### src/rtl/flprot_pkg.sv
package flprot_pkg;
  typedef enum logic [2:0] {
    OP_IDLE   = 3'd0,
    OP_READ   = 3'd1,
    OP_WRITE  = 3'd2,
    OP_PERASE = 3'd3,
    OP_MERASE = 3'd4
  } flop_e;
endpackage

### src/rtl/flprot_bank_rules.sv
module flprot_bank_rules #(
  parameter int BANK_AW = 19,
  parameter int DW_LG   = 3,
  parameter int PAGE_LG = 11,
  parameter int N_WP    = 2,
  localparam int DW_W   = BANK_AW - DW_LG,
  localparam int PG_W   = BANK_AW - PAGE_LG,
  localparam int SH     = PAGE_LG - DW_LG
) (
  input  logic                 clk,
  input  logic                 rst_n,
  input  logic [DW_W-1:0]      dw,
  input  logic [DW_W-1:0]      xo_lo,
  input  logic [DW_W-1:0]      xo_hi,
  input  logic [N_WP*PG_W-1:0] wp_lo,
  input  logic [N_WP*PG_W-1:0] wp_hi,
  output logic                 xo_hit_dw,
  output logic                 xo_hit_page,
  output logic                 wp_hit_page,
  output logic                 xo_defined
);
  logic [PG_W-1:0] page;
  logic [N_WP-1:0] area_hit;

  function automatic logic dw_inside(input logic [DW_W-1:0] d,
                                     input logic [DW_W-1:0] lo,
                                     input logic [DW_W-1:0] hi);
    return (lo <= hi) && (d >= lo) && (d <= hi);
  endfunction

  function automatic logic page_touches(input logic [PG_W-1:0] p,
                                        input logic [DW_W-1:0] lo,
                                        input logic [DW_W-1:0] hi);
    logic [PG_W-1:0] plo, phi;
    plo = lo[DW_W-1:SH];
    phi = hi[DW_W-1:SH];
    return (lo <= hi) && (p >= plo) && (p <= phi);
  endfunction

  function automatic logic page_inside(input logic [PG_W-1:0] p,
                                       input logic [PG_W-1:0] lo,
                                       input logic [PG_W-1:0] hi);
    return (lo <= hi) && (p >= lo) && (p <= hi);
  endfunction

  assign page        = dw[DW_W-1:SH];
  assign xo_defined  = (xo_lo <= xo_hi);
  assign xo_hit_dw   = dw_inside(dw, xo_lo, xo_hi);
  assign xo_hit_page = page_touches(page, xo_lo, xo_hi);

  for (genvar a = 0; a < N_WP; a++) begin : g_area
    assign area_hit[a] = page_inside(page, wp_lo[a*PG_W +: PG_W],
                                     wp_hi[a*PG_W +: PG_W]);
  end
  assign wp_hit_page = |area_hit;

  // an empty execute-only region never matches anything
  a_r8_empty_xo: assert property (@(posedge clk) disable iff (!rst_n)
    (xo_lo > xo_hi) |-> (!xo_hit_dw && !xo_hit_page));
  // a double-word hit always lies on a page that the region touches
  a_r6_page_covers_dw: assert property (@(posedge clk) disable iff (!rst_n)
    xo_hit_dw |-> xo_hit_page);
endmodule

### src/rtl/flprot_decide.sv
module flprot_decide
  import flprot_pkg::*;
(
  input  logic       clk,
  input  logic       rst_n,
  input  logic       req_valid,
  input  logic [2:0] req_op,
  input  logic       req_ifetch,
  input  logic       xo_dw,
  input  logic       xo_pg,
  input  logic       wp_pg,
  input  logic       any_xo,
  output logic       grant,
  output logic       set_rd,
  output logic       set_wp
);
  logic blocked, known;

  always_comb begin
    blocked = 1'b0;
    known   = 1'b1;
    set_rd  = 1'b0;
    set_wp  = 1'b0;
    unique case (flop_e'(req_op))
      OP_READ: begin
        blocked = !req_ifetch && xo_dw;
        set_rd  = req_valid && blocked;
      end
      OP_WRITE: begin
        blocked = xo_dw || wp_pg;
        set_wp  = req_valid && blocked;
      end
      OP_PERASE: begin
        blocked = xo_pg || wp_pg;
        set_wp  = req_valid && blocked;
      end
      OP_MERASE: begin
        blocked = any_xo;
        set_wp  = req_valid && blocked;
      end
      default: known = 1'b0;
    endcase
    grant = req_valid && known && !blocked;
  end

  // a refusal raises at most one flag, and a grant raises none
  a_r10_one_flag: assert property (@(posedge clk) disable iff (!rst_n)
    $onehot0({set_rd, set_wp}));
  a_r10_grant_quiet: assert property (@(posedge clk) disable iff (!rst_n)
    grant |-> !(set_rd || set_wp));
endmodule

### src/rtl/flprot_err_flags.sv
module flprot_err_flags (
  input  logic clk,
  input  logic rst_n,
  input  logic set_rd,
  input  logic set_wp,
  input  logic clr_rd,
  input  logic clr_wp,
  output logic rd_err,
  output logic wp_err
);
  always_ff @(posedge clk or negedge rst_n) begin
    if (!rst_n) begin
      rd_err <= 1'b0;
      wp_err <= 1'b0;
    end else begin
      if (set_rd)      rd_err <= 1'b1;
      else if (clr_rd) rd_err <= 1'b0;
      if (set_wp)      wp_err <= 1'b1;
      else if (clr_wp) wp_err <= 1'b0;
    end
  end

  a_r9_rd_sticky: assert property (@(posedge clk) disable iff (!rst_n)
    (rd_err && !clr_rd) |=> rd_err);
  a_r9_wp_sticky: assert property (@(posedge clk) disable iff (!rst_n)
    (wp_err && !clr_wp) |=> wp_err);
  a_r9_rd_clear: assert property (@(posedge clk) disable iff (!rst_n)
    (clr_rd && !set_rd) |=> !rd_err);
  a_r9_set_wins: assert property (@(posedge clk) disable iff (!rst_n)
    set_wp |=> wp_err);
endmodule

### src/rtl/flprot_guard.sv
module flprot_guard
  import flprot_pkg::*;
#(
  parameter int BANK_AW = 19,
  parameter int DW_LG   = 3,
  parameter int PAGE_LG = 11,
  parameter int N_WP    = 2,
  localparam int ADDR_W = BANK_AW + 1,
  localparam int DW_W   = BANK_AW - DW_LG,
  localparam int PG_W   = BANK_AW - PAGE_LG
) (
  input  logic                 clk,
  input  logic                 rst_n,
  input  logic                 req_valid,
  input  logic [2:0]           req_op,
  input  logic [ADDR_W-1:0]    req_addr,
  input  logic                 req_ifetch,
  input  logic                 swap_banks,
  input  logic [DW_W-1:0]      xo_lo_b1,
  input  logic [DW_W-1:0]      xo_hi_b1,
  input  logic [DW_W-1:0]      xo_lo_b2,
  input  logic [DW_W-1:0]      xo_hi_b2,
  input  logic [N_WP*PG_W-1:0] wp_lo_b1,
  input  logic [N_WP*PG_W-1:0] wp_hi_b1,
  input  logic [N_WP*PG_W-1:0] wp_lo_b2,
  input  logic [N_WP*PG_W-1:0] wp_hi_b2,
  input  logic                 clr_rd_err,
  input  logic                 clr_wp_err,
  output logic                 grant,
  output logic                 rd_err,
  output logic                 wp_err
);
  logic [DW_W-1:0]      xo_lo [2];
  logic [DW_W-1:0]      xo_hi [2];
  logic [N_WP*PG_W-1:0] wp_lo [2];
  logic [N_WP*PG_W-1:0] wp_hi [2];
  logic [1:0]           hit_dw, hit_pg, hit_wp, defined;
  logic                 phys_bank;
  logic [DW_W-1:0]      dw;
  logic                 sel_xo_dw, sel_xo_pg, sel_wp_pg, any_xo;
  logic                 set_rd, set_wp;
  logic [DW_LG-1:0]     unused_byte_lane;

  assign xo_lo[0] = xo_lo_b1;  assign xo_hi[0] = xo_hi_b1;
  assign xo_lo[1] = xo_lo_b2;  assign xo_hi[1] = xo_hi_b2;
  assign wp_lo[0] = wp_lo_b1;  assign wp_hi[0] = wp_hi_b1;
  assign wp_lo[1] = wp_lo_b2;  assign wp_hi[1] = wp_hi_b2;

  // physical bank from the top address bit and the swap input
  assign phys_bank        = req_addr[ADDR_W-1] ^ swap_banks;
  assign dw               = req_addr[BANK_AW-1:DW_LG];
  assign unused_byte_lane = req_addr[DW_LG-1:0];

  for (genvar b = 0; b < 2; b++) begin : g_bank
    flprot_bank_rules #(
      .BANK_AW(BANK_AW), .DW_LG(DW_LG), .PAGE_LG(PAGE_LG), .N_WP(N_WP)
    ) u_rules (
      .clk        (clk),
      .rst_n      (rst_n),
      .dw         (dw),
      .xo_lo      (xo_lo[b]),
      .xo_hi      (xo_hi[b]),
      .wp_lo      (wp_lo[b]),
      .wp_hi      (wp_hi[b]),
      .xo_hit_dw  (hit_dw[b]),
      .xo_hit_page(hit_pg[b]),
      .wp_hit_page(hit_wp[b]),
      .xo_defined (defined[b])
    );
  end

  assign sel_xo_dw = hit_dw[phys_bank];
  assign sel_xo_pg = hit_pg[phys_bank];
  assign sel_wp_pg = hit_wp[phys_bank];
  assign any_xo    = |defined;

  flprot_decide u_decide (
    .clk       (clk),
    .rst_n     (rst_n),
    .req_valid (req_valid),
    .req_op    (req_op),
    .req_ifetch(req_ifetch),
    .xo_dw     (sel_xo_dw),
    .xo_pg     (sel_xo_pg),
    .wp_pg     (sel_wp_pg),
    .any_xo    (any_xo),
    .grant     (grant),
    .set_rd    (set_rd),
    .set_wp    (set_wp)
  );

  flprot_err_flags u_flags (
    .clk   (clk),
    .rst_n (rst_n),
    .set_rd(set_rd),
    .set_wp(set_wp),
    .clr_rd(clr_rd_err),
    .clr_wp(clr_wp_err),
    .rd_err(rd_err),
    .wp_err(wp_err)
  );

  a_r10_grant_needs_valid: assert property (@(posedge clk) disable iff (!rst_n)
    grant |-> req_valid);
  a_r2_data_read_blocked: assert property (@(posedge clk) disable iff (!rst_n)
    (req_valid && req_op == 3'd1 && !req_ifetch && sel_xo_dw) |-> !grant);
  a_r2_read_flag: assert property (@(posedge clk) disable iff (!rst_n)
    (req_valid && req_op == 3'd1 && !req_ifetch && sel_xo_dw) |=> rd_err);
  a_r3_fetch_granted: assert property (@(posedge clk) disable iff (!rst_n)
    (req_valid && req_op == 3'd1 && req_ifetch) |-> grant);
  a_r7_mass_erase: assert property (@(posedge clk) disable iff (!rst_n)
    (req_valid && req_op == 3'd4 && any_xo) |-> !grant);
  a_r5_write_xo: assert property (@(posedge clk) disable iff (!rst_n)
    (req_valid && req_op == 3'd2 && sel_xo_dw) |=> wp_err);
endmodule

### config.mk
export PLATFORM = sky130hd
export DESIGN_NAME = flprot_guard
export DESIGN_NICKNAME = d
export VERILOG_FILES = /design/src/rtl/flprot_pkg.sv /design/src/rtl/flprot_bank_rules.sv /design/src/rtl/flprot_decide.sv /design/src/rtl/flprot_err_flags.sv /design/src/rtl/flprot_guard.sv
export SDC_FILE = /design/constraint.sdc
export NUM_CORES = 1
export LEC_CHECK = 0
export CAP_MARGIN = 20
export CORE_MARGIN = 8
export CORE_UTILIZATION = 44
export CTS_CLUSTER_SIZE = 25
export DETAILED_ROUTE_END_ITERATION = 8
export PLACE_DENSITY = 0.8
export SLEW_MARGIN = 40
export SYNTH_ARGS = -nofsm -noshare
export SYNTH_HDL_FRONTEND = slang
export SYNTH_SLANG_ARGS = --single-unit
### constraint.sdc
create_clock -name clk -period 2.7 [get_ports clk]
set_clock_uncertainty 0.2 [all_clocks]
set_input_delay 0.405 -clock clk [delete_from_list [all_inputs] [get_ports clk]]
set_output_delay 0.405 -clock clk [all_outputs]
set_load 0.01 [all_outputs]
# Word-level counts from Yosys, hierarchy flattened
# Cells that the tools add are included.
[totals] ff_bits=2 in_bits=158 output_inout_bits=3 elab_cells=77
[classes] n_lt_le_gt_ge=23 muxes=14 reduce_logical=33 n_eq_ne=4 bitwise=1
[ops] cell="$le 8x8->1" n=10
[ops] cell="$le 16x16->1" n=4
[ops] cell="$ge 8x8->1" n=6
[ops] cell="$ge 16x16->1" n=2
[ops] cell="$logic_and 1x1->1" n=23
[ops] cell="$mux 1" n=12
[ops] cell="$eq 3x2->1 const B" n=2
[ops] cell="$reduce_or 2->1" n=3
[ops] cell="$pmux 1 s4" n=1
[ops] cell="$reduce_bool 2->1" n=2
[ops] cell="$reduce_or 4->1" n=1
[ops] cell="$eq 3x1->1 const B" n=1
[ops] cell="$eq 3x3->1 const B" n=1
[ops] cell="$pmux 1 s3" n=1
[ops] cell="$logic_not 1->1" n=2
[ops] cell="$logic_or 1x1->1" n=2
[ops] cell="$lt 1x2->1 const B" n=1
[ops] cell="$xor 1x1->1" n=1

# Depth between registers and ports, before layout
# Gate-level depths: netlist (run 1).
[depth] depth_word=10 mapped_depth=10 depth_no_buf=10

# By module
# From an unflattened synthesis (run 1), not the netlist that was laid out.
[unflattened] cells_unflattened=638 area_unflattened_um2=4897.2
[by_module_without_submodules] mod="flprot_bank_rules" area_per_inst_um2=2331.0 n_inst=2 seq_area_each_um2=0.0 cells_each=305
[by_module_without_submodules] mod="flprot_decide" area_per_inst_um2=106.4 n_inst=1 seq_area_each_um2=0.0 cells_each=17
[by_module_without_submodules] mod="flprot_err_flags" area_per_inst_um2=72.6 n_inst=1 seq_area_each_um2=50.0 cells_each=6
[by_module_without_submodules] mod="flprot_guard" area_per_inst_um2=56.3 n_inst=1 seq_area_each_um2=0.0 cells_each=5

# Least setup slack after synthesis (run 1)
# OpenSTA, ideal clock, no wires.
[synth_path] kind="input to output" startpoint="input req_addr[11]" endpoint="output grant" path_slack_ns=-0.218 stages=10 arrival_time_ns=2.313 n_path_buf=0 path_cell_list="inv_1 -> ha_1 -> nand4_1 -> o21ai_1 -> a2111oi_1 -> o31ai_1 -> o211ai_1 -> nand3b_1 -> a2111oi_2 -> o211a_1"
[synth_via] elab_chain_len=10 word_cells_on_any_way=46 cone_classes="order compare: 16; mux: 7; reduce/logical: 23"
[synth_rtl] element="start, declared" line="flprot_guard.sv:16" source="input logic [ADDR_W-1:0] req_addr,"
[synth_rtl] element="$ge 8x8->1" line="flprot_bank_rules.sv:43" source="return (lo <= hi) && (p >= lo) && (p <= hi);"
[synth_rtl] element="$logic_and 1x1->1 (2 in series)" line="flprot_bank_rules.sv:43"
[synth_rtl] element="$reduce_or 2->1" line="flprot_bank_rules.sv:55" source="assign wp_hit_page = |area_hit;"
[synth_rtl] element="$mux 1 (not written as such) (2 in series)" line="flprot_guard.sv:74" source="assign sel_wp_pg = hit_wp[phys_bank];"
[synth_rtl] element="$logic_or 1x1->1, on equally long branches" line="flprot_decide.sv:34, flprot_decide.sv:30"
[synth_rtl] element="$pmux 1 s4 *" line="flprot_decide.sv:24" source="unique case (flop_e'(req_op))"
[synth_rtl] element="$logic_not 1->1 *" line="flprot_decide.sv:43" source="grant = req_valid && known && !blocked;"
[synth_rtl] element="$logic_and 1x1->1 *" line="flprot_decide.sv:43"
[synth_rtl] element="end, declared" line="flprot_guard.sv:29" source="output logic grant,"
# Every way passes the cells marked *; elsewhere a longest branch is shown, timed or not. The select of a mux whose other input is x is not followed.

# Final worst setup path (run 1)
# Same ends and word-level chain as after synthesis.

==> results.ini, run 1 <==
[placement]
portBuffers = 157
place.gp.congestion = 0.929
dp.cells = 1042
dp_hpwl_um = 15500
dpl_cell_area_um2 = 7370

[grt]
grt.total_usage_pct = 27.9
antenna_found_initial = 0
grt_pass1_wl_um = 33800
grt_start_max_net_pins = 9
grt-ovfl-total = 0
grt_pass1_vias = 7181

[route]
routedWlPerCell_um = 20.2
post-route-drc-count = 0
drtIter0Drc = 352
vias = 6350
viasPerCell = 5.86
wl_um = 21900
drt_pass1_iterations = 5
drtAntennaViolNets = 0

[floorplanning]
dieArea_um2 = 14600
std_cell_rows = 38
start_util_pct = 44.9
fp.dieW_um = 121
core_um2 = 10800
ios = 161
die_h_um = 121

[synth]
synthArstFlopShare_pct = 100
netlist_area_um2 = 4850
synthFlopType = dfrtp_1
synth_top_family_by_area = adder cells
ys_seq_elements = 2
synthXorXnorAreaFrac_pct = 0.361
synth_adder_area_share_pct = 50.6
synthCells = 649
yosys.area_share.simple_pct = 15.0
synth_edf_count = 0
synth-compound-area-share_pct = 23.0
ys_warn_count = 0
synth.distinct_cells = 45
avgSynthCellArea_um2 = 7.47
muxShareOfSynthArea_pct = 0
yosysSeqAreaShare_pct = 1.03
syn_nets = 1003

[pwr]
power_density_nw_per_um2 = 184
leakage_nw = 4.23
p_switching_w = 0.000754
power_frac_seq_pct = 2.0
p_int_w = 0.000893
pwr-share-comb_pct = 91.1
p_sw_share_pct = 45.8
ir_drop_mv = 0.188
clkPwrFrac_pct = 6.9

[finish]
final_cell_mix = buf_4, ha_1, ha_4
fin_cells = 1083
layout_commonest_cell = buf_4
n_antenna_cell = 0
nets = 1299
drive_gt1_share_pct = 42.7
syn2layout_area_growth_pct = 84.8
n_fill_cell = 655
fin_area_um2 = 8960

[clock_network]
cts_tree = yes
clk_path_buf_depth = 2
root_buffer = clkbuf_8
path_clk_slew_ns = 0.03
numCtsBuffers = 3
clk_latency_ns = 0.20
htree_levels = 1
cts.sinks = 2

[timing]
setup_ws_ns = -0.738
drv_slew = 0
relSlewSlack_pct = 52.9
setup_tns_ns = -1.61
fmax_ghz = 0.291
worst_pin_slew_ns = 0.702
fin_crit_sh_pct = 127
setup_viol = 3
period_needed_ns = 3.44
finalHoldViolCount = 0
rsz0062_at_grt = yes

[outcome]
status = complete, but fails checks
violations = setup timing

[worst_setup_path]
slowest_delay_ns = 0.43
cp_top_family = buffers and inverters
critPathKind = in2out
cp-end-kind = output pin
required_ns = 2.10
worstPathCellList = buf_6 -> clkinvlp_4 -> buf_12 -> ha_4 -> nand4_1 -> buf_4 -> o22ai_2 -> nor2_1 -> o31ai_1 -> o211ai_1 -> buf_4 -> buf_4 -> nand2_2 -> nand2_1 -> o211a_1 -> buf_6
cp_max_fo = 4
start_kind = input pin
worst-endpoint-arrival_ns = 2.83
crit_slowest_cell = o31ai_1
worst_path_most_repeated_cell = buf_4
crit_buf_inv = 7

[run]
max_cap_violations = 0

[min_path]
hold_path.class = in2async

## cell usage after synthesis (3+ instances only)
master / instances / share of area [%]
a211oi_1: 4 / 0.62
o22ai_1: 8 / 1.0
nand2_1: 38 / 2.9
nor4_1: 4 / 0.52
o211ai_1: 17 / 2.6
nor3_1: 6 / 0.62
nand2b_1: 5 / 0.65
nand3_1: 8 / 0.83
and3_1: 4 / 0.52
nand4_1: 36 / 4.6
nor2b_1: 15 / 1.9
o31ai_1: 3 / 0.46
a21o_1: 9 / 1.4
nor2_1: 9 / 0.70
ha_1: 196 / 51
o21ai_0: 35 / 3.6
o21ai_1: 3 / 0.31
o21a_1: 4 / 0.62
a21oi_1: 81 / 8.4
inv_1: 129 / 10
## cell families (layout without fill, tap and decap cells)
| kind of cell | after synthesis | in the layout |
|---|---|---|
| AO/OA/AOI/OAI | 184 | 184 |
| XOR/XNOR | 2 | 2 |
| adder cells (fa/ha/maj) | 196 | 196 |
| buffers and inverters | 129 | 423 |
| flip-flops | 2 | 2 |
| AND/OR/NAND/NOR | 136 | 136 |
## power by group through the flow
stage	Combinational (W)	Sequential, W	Clock [W]
2_1_floorplan	0.000529	0.0000348	0
3_3_place_gp	0.00107	0.0000338	0
3_5_place_dp	0.00112	0.0000338	0
4_1_cts	0.00138	0.0000335	0.000120
5_1_grt	0.00163	0.0000336	0.000120
6_report	0.00150	0.0000335	0.000114
## through the flow
stage | util (%) | setup WS [ns] | hold slack [ns] | total power [W]
after floorplan | - | -0.138 | -0.0906 | 0.000564
after global placement | 68.3 | -1.34 | 0.297 | 0.00110
after detailed placement | 68.3 | -1.40 | 0.293 | 0.00116
after CTS | 82.3 | -0.485 | 0.157 | 0.00153
after global routing | 83.0 | -0.904 | 0.168 | 0.00179
final | 83.0 | -0.738 | 0.161 | 0.00165
## layer usage
| metal | up-vias | share of wire (%) | GRT usage (%) |
|---|---|---|---|
| met4 | 0 | 6.4 | 16.2 |
| met1 | 2941 | 37 | 28.1 |
| met3 | 121 | 6.8 | 5.44 |
| li1 | 2975 | - | - |
| met2 | 313 | 50 | 52.2 |
| met5 | - | 0 | 0 |
## cell type report
type	instances	area (um2)	area share, %
repair buffers	291	2440	27.3
inverters	129	498	5.56
well taps	140	175	1.96
multi-input cells	518	5750	64.2
flip-flops and latches	2	50.0	0.559
clock buffers	3	41.3	0.461
## flip-flops by register name, indices dropped and copies added, names as in the netlist
register	cells
u_flags.wp_err	1
u_flags.rd_err	1
## path summary, 6_finish.rpt
path	from	endpoint	slack, ns	depth (start not counted)
max in group asynchronous	rst_n	u_flags.rd_err$_DFFE_PN0P_	2.02	1
min	rst_n	u_flags.wp_err$_DFFE_PN0P_	0.16	1
min reg2reg	u_flags.rd_err$_DFFE_PN0P_	u_flags.rd_err$_DFFE_PN0P_	0.30	1
max	req_addr[11]	grant	-0.74	16
max reg2reg	u_flags.wp_err$_DFFE_PN0P_	u_flags.wp_err$_DFFE_PN0P_	1.77	2
min in group clk	u_flags.rd_err$_DFFE_PN0P_	u_flags.rd_err$_DFFE_PN0P_	0.30	1
## timing repair
| item | in CTS | in global routing |
|---|---|---|
| setup endpoints to repair | 3 | 3 |
| hold buffers | 0 | 0 |
| gates cloned | 2 | 0 |
| resized for setup | 546 | 28 |
| pin swaps | 119 | 19 |
| setup buffers | 34 | 3 |
(Power assumes the default switching activity.)
==> inputs of run 2 (changes only) <==
- CTS_CLUSTER_SIZE: 25 -> 12
==> results of run 2 <==
Same layout as run 1: the final DEF is identical, and so are final timing and power.
==> inputs of run 3 (changes only) <==
- SETUP_SLACK_MARGIN: unset -> 0.02
==> run 3 against run 2 <==
  * Total power grew 9.6%
  * Combinational power rose by 11%
  * The run still ends with setup timing left
  * Clock-buffer cell count is the same
  * Cell area grew 5.8%
  * Critical endpoint unchanged
  * Highest routed layer unchanged
  * Cell count grew 0.55%
  * Clock power hardly changed
  * Utilization grew 4.8 points
  * Sequential cell count unchanged
  * Sequential power barely moved
  * Die area unchanged
  * Register-to-register slack got worse by 0.06 ns
  * Via count rose by 5.7%
==> results.ini, run 3 (synthesis gave the netlist of run 1 again) <==
[outcome]
status = complete, but fails checks
violations = setup timing

[timing]
drv_slew = 0  ; unchanged
setup_viol = 3  ; unchanged
relSlewSlack_pct = 56.2  ; +3.3 points
setup_tns_ns = -0.827  ; +0.783 ns
period_needed_ns = 3.38  ; -0.0577 ns
fmax_ghz = 0.296  ; +1.7%
rsz0062_at_grt = yes
worst_pin_slew_ns = 0.651  ; -0.0512 ns
setup_ws_ns = -0.680  ; +0.0577 ns
finalHoldViolCount = 0  ; unchanged
fin_crit_sh_pct = 125  ; -2.1 points

[finish]
layout_commonest_cell = buf_4
nets = 1305  ; +0.46%
n_fill_cell = 493  ; -25%
drive_gt1_share_pct = 48.7  ; +5.9 points
final_cell_mix = buf_4, ha_4, ha_1
syn2layout_area_growth_pct = 95.6
reg.largest.list = u_flags.rd_err x1, u_flags.wp_err x1
n_antenna_cell = 0  ; unchanged

[worst_setup_path]
crit_buf_inv = 7  ; unchanged
worst-endpoint-arrival_ns = 2.78  ; -0.05 ns
critPathKind = in2out
crit_slowest_cell = o31ai_1
worst_path_most_repeated_cell = buf_4
cp-end-kind = output pin
rrSetupSlack_ns = 1.71  ; -0.06 ns
worstRegToRegCells = 2  ; unchanged
cp_top_family = buffers and inverters
start_kind = input pin
required_ns = 2.10  ; about the same
r2r_start = u_flags.wp_err$_DFFE_PN0P_
cp_max_fo = 4  ; unchanged
worstPathCellList = buf_8 -> clkinvlp_4 -> buf_12 -> ha_4 -> nand4_1 -> buf_4 -> o22ai_2 -> nor2_1 -> o31ai_1 -> o211ai_1 -> buf_4 -> buf_4 -> nand2_4 -> nand2_1 -> o211a_1 -> buf_6
rr_endpoint = u_flags.wp_err$_DFFE_PN0P_
slowest_delay_ns = 0.30  ; -0.13 ns

[clock_network]
numCtsBuffers = 3  ; unchanged
clk_latency_ns = 0.20  ; about the same
clk_path_buf_depth = 2  ; unchanged
path_clk_slew_ns = 0.03  ; about the same
root_buffer = clkbuf_8
cts.sinks = 2  ; unchanged
holdBufCountCts = 0  ; unchanged
cts_tree = yes
htree_levels = 1  ; unchanged

[route]
drtIter0Drc = 455  ; +29%
routedWlPerCell_um = 22.9  ; +14%
viasPerCell = 6.16  ; +5.1%
drtAntennaViolNets = 0  ; unchanged
drt_pass1_iterations = 5  ; unchanged
post-route-drc-count = 0  ; unchanged
vias = 6710  ; +5.7%
wl_um = 24900  ; +14%

[grt]
grt_util_met2_pct = 52.2  ; unchanged
grt_pass1_wl_um = 33800  ; unchanged
grt.total_usage_pct = 27.9  ; unchanged
grt.busiest_layer = met2
grt_pass1_vias = 7181  ; unchanged
use_met3_pct = 5.44  ; unchanged
grt-ovfl-total = 0  ; unchanged
antenna_found_initial = 0  ; unchanged
grt_start_max_net_pins = 9  ; unchanged
grt_use_met1_pct = 28.1  ; unchanged

[pwr]
power_density_nw_per_um2 = 191  ; +3.6%
leakage_nw = 4.40  ; +3.9%
ir_drop_mv = 0.184  ; -2.0%

[floorplanning]
std_cell_rows = 38  ; unchanged
die_h_um = 121  ; unchanged
fp.dieW_um = 121  ; unchanged
start_util_pct = 44.9  ; unchanged
dieArea_um2 = 14600  ; unchanged
ios = 161  ; unchanged
core_um2 = 10800  ; unchanged

[min_path]
hold_path.class = in2async

[placement]
dp_hpwl_um = 15500  ; unchanged
portBuffers = 157  ; unchanged
post-place-ws_ns = -1.40  ; unchanged
place.gp.congestion = 0.929  ; unchanged

[run]
max_cap_violations = 0  ; unchanged

## run 3: cell types whose count changed in the layout (fill, tap and decap cells not counted), sizes merged
cell and delta:
buf +12, dlymetal6s2s +11, clkbuf +1, dlygate4sd2 -7, clkdlybuf4s50 -11
## run 3: timing repair
item                                    CTS  global route
endpoints found under the setup margin    3             3
setup buffers                            34            19
pin swaps                               119            75
resized for setup                       546           140
cloned                                    2             0
## run 3: power by group
group	total, W	internal [W]	switching (W)
logic	0.00166	0.000837	0.000821
clock network	0.000115	0.0000940	0.0000211
registers	0.0000335	0.0000324	0.00000112
## run 3: layout make-up
type / instances / area [um2] / area share, %
Multi-Input combinational cell: 518 / 6180 / 65.1
Timing Repair Buffer: 297 / 2530 / 26.7
Inverter: 129 / 505 / 5.33
Tap cell: 140 / 175 / 1.85
Sequential cell: 2 / 50.0 / 0.528
Clock buffer: 3 / 41.3 / 0.436
## run 3: worst max path at each step
stage                       from    end  slack [ns]  cells past startpoint
global placement    req_addr[11]  grant       -1.34                     13
floorplan           req_addr[11]  grant       -0.14                     10
finish              req_addr[11]  grant       -0.68                     16
detailed placement  req_addr[11]  grant       -1.40                     13
CTS                 req_addr[18]  grant       -0.49                     12
global route         wp_lo_b2[7]  grant       -0.74                     13
## run 3: through the flow
| stage | hold slack (ns) | area, um2 | utilization (%) | power (W) | cells |
|---|---|---|---|---|---|
| 2_1_floorplan | -0.0906 | 4880 | - | 0.000564 | 649 |
| 3_3_place_gp | 0.297 | 7370 | 68.3 | 0.00110 | 1042 |
| 3_5_place_dp | 0.293 | 7370 | 68.3 | 0.00116 | 1042 |
| 4_1_cts | 0.157 | 8880 | 82.3 | 0.00153 | 1080 |
| 5_1_grt | 0.168 | 9480 | 87.8 | 0.00193 | 1089 |
| 6_report | 0.160 | 9480 | 87.8 | 0.00181 | 1089 |
## run 3: layer usage
layer | vias to the layer above | part of all wire, %
met5 | - | 0
met4 | 0 | 8.9
met3 | 194 | 8.5
met2 | 451 | 49
met1 | 3079 | 34
li1 | 2986 | -
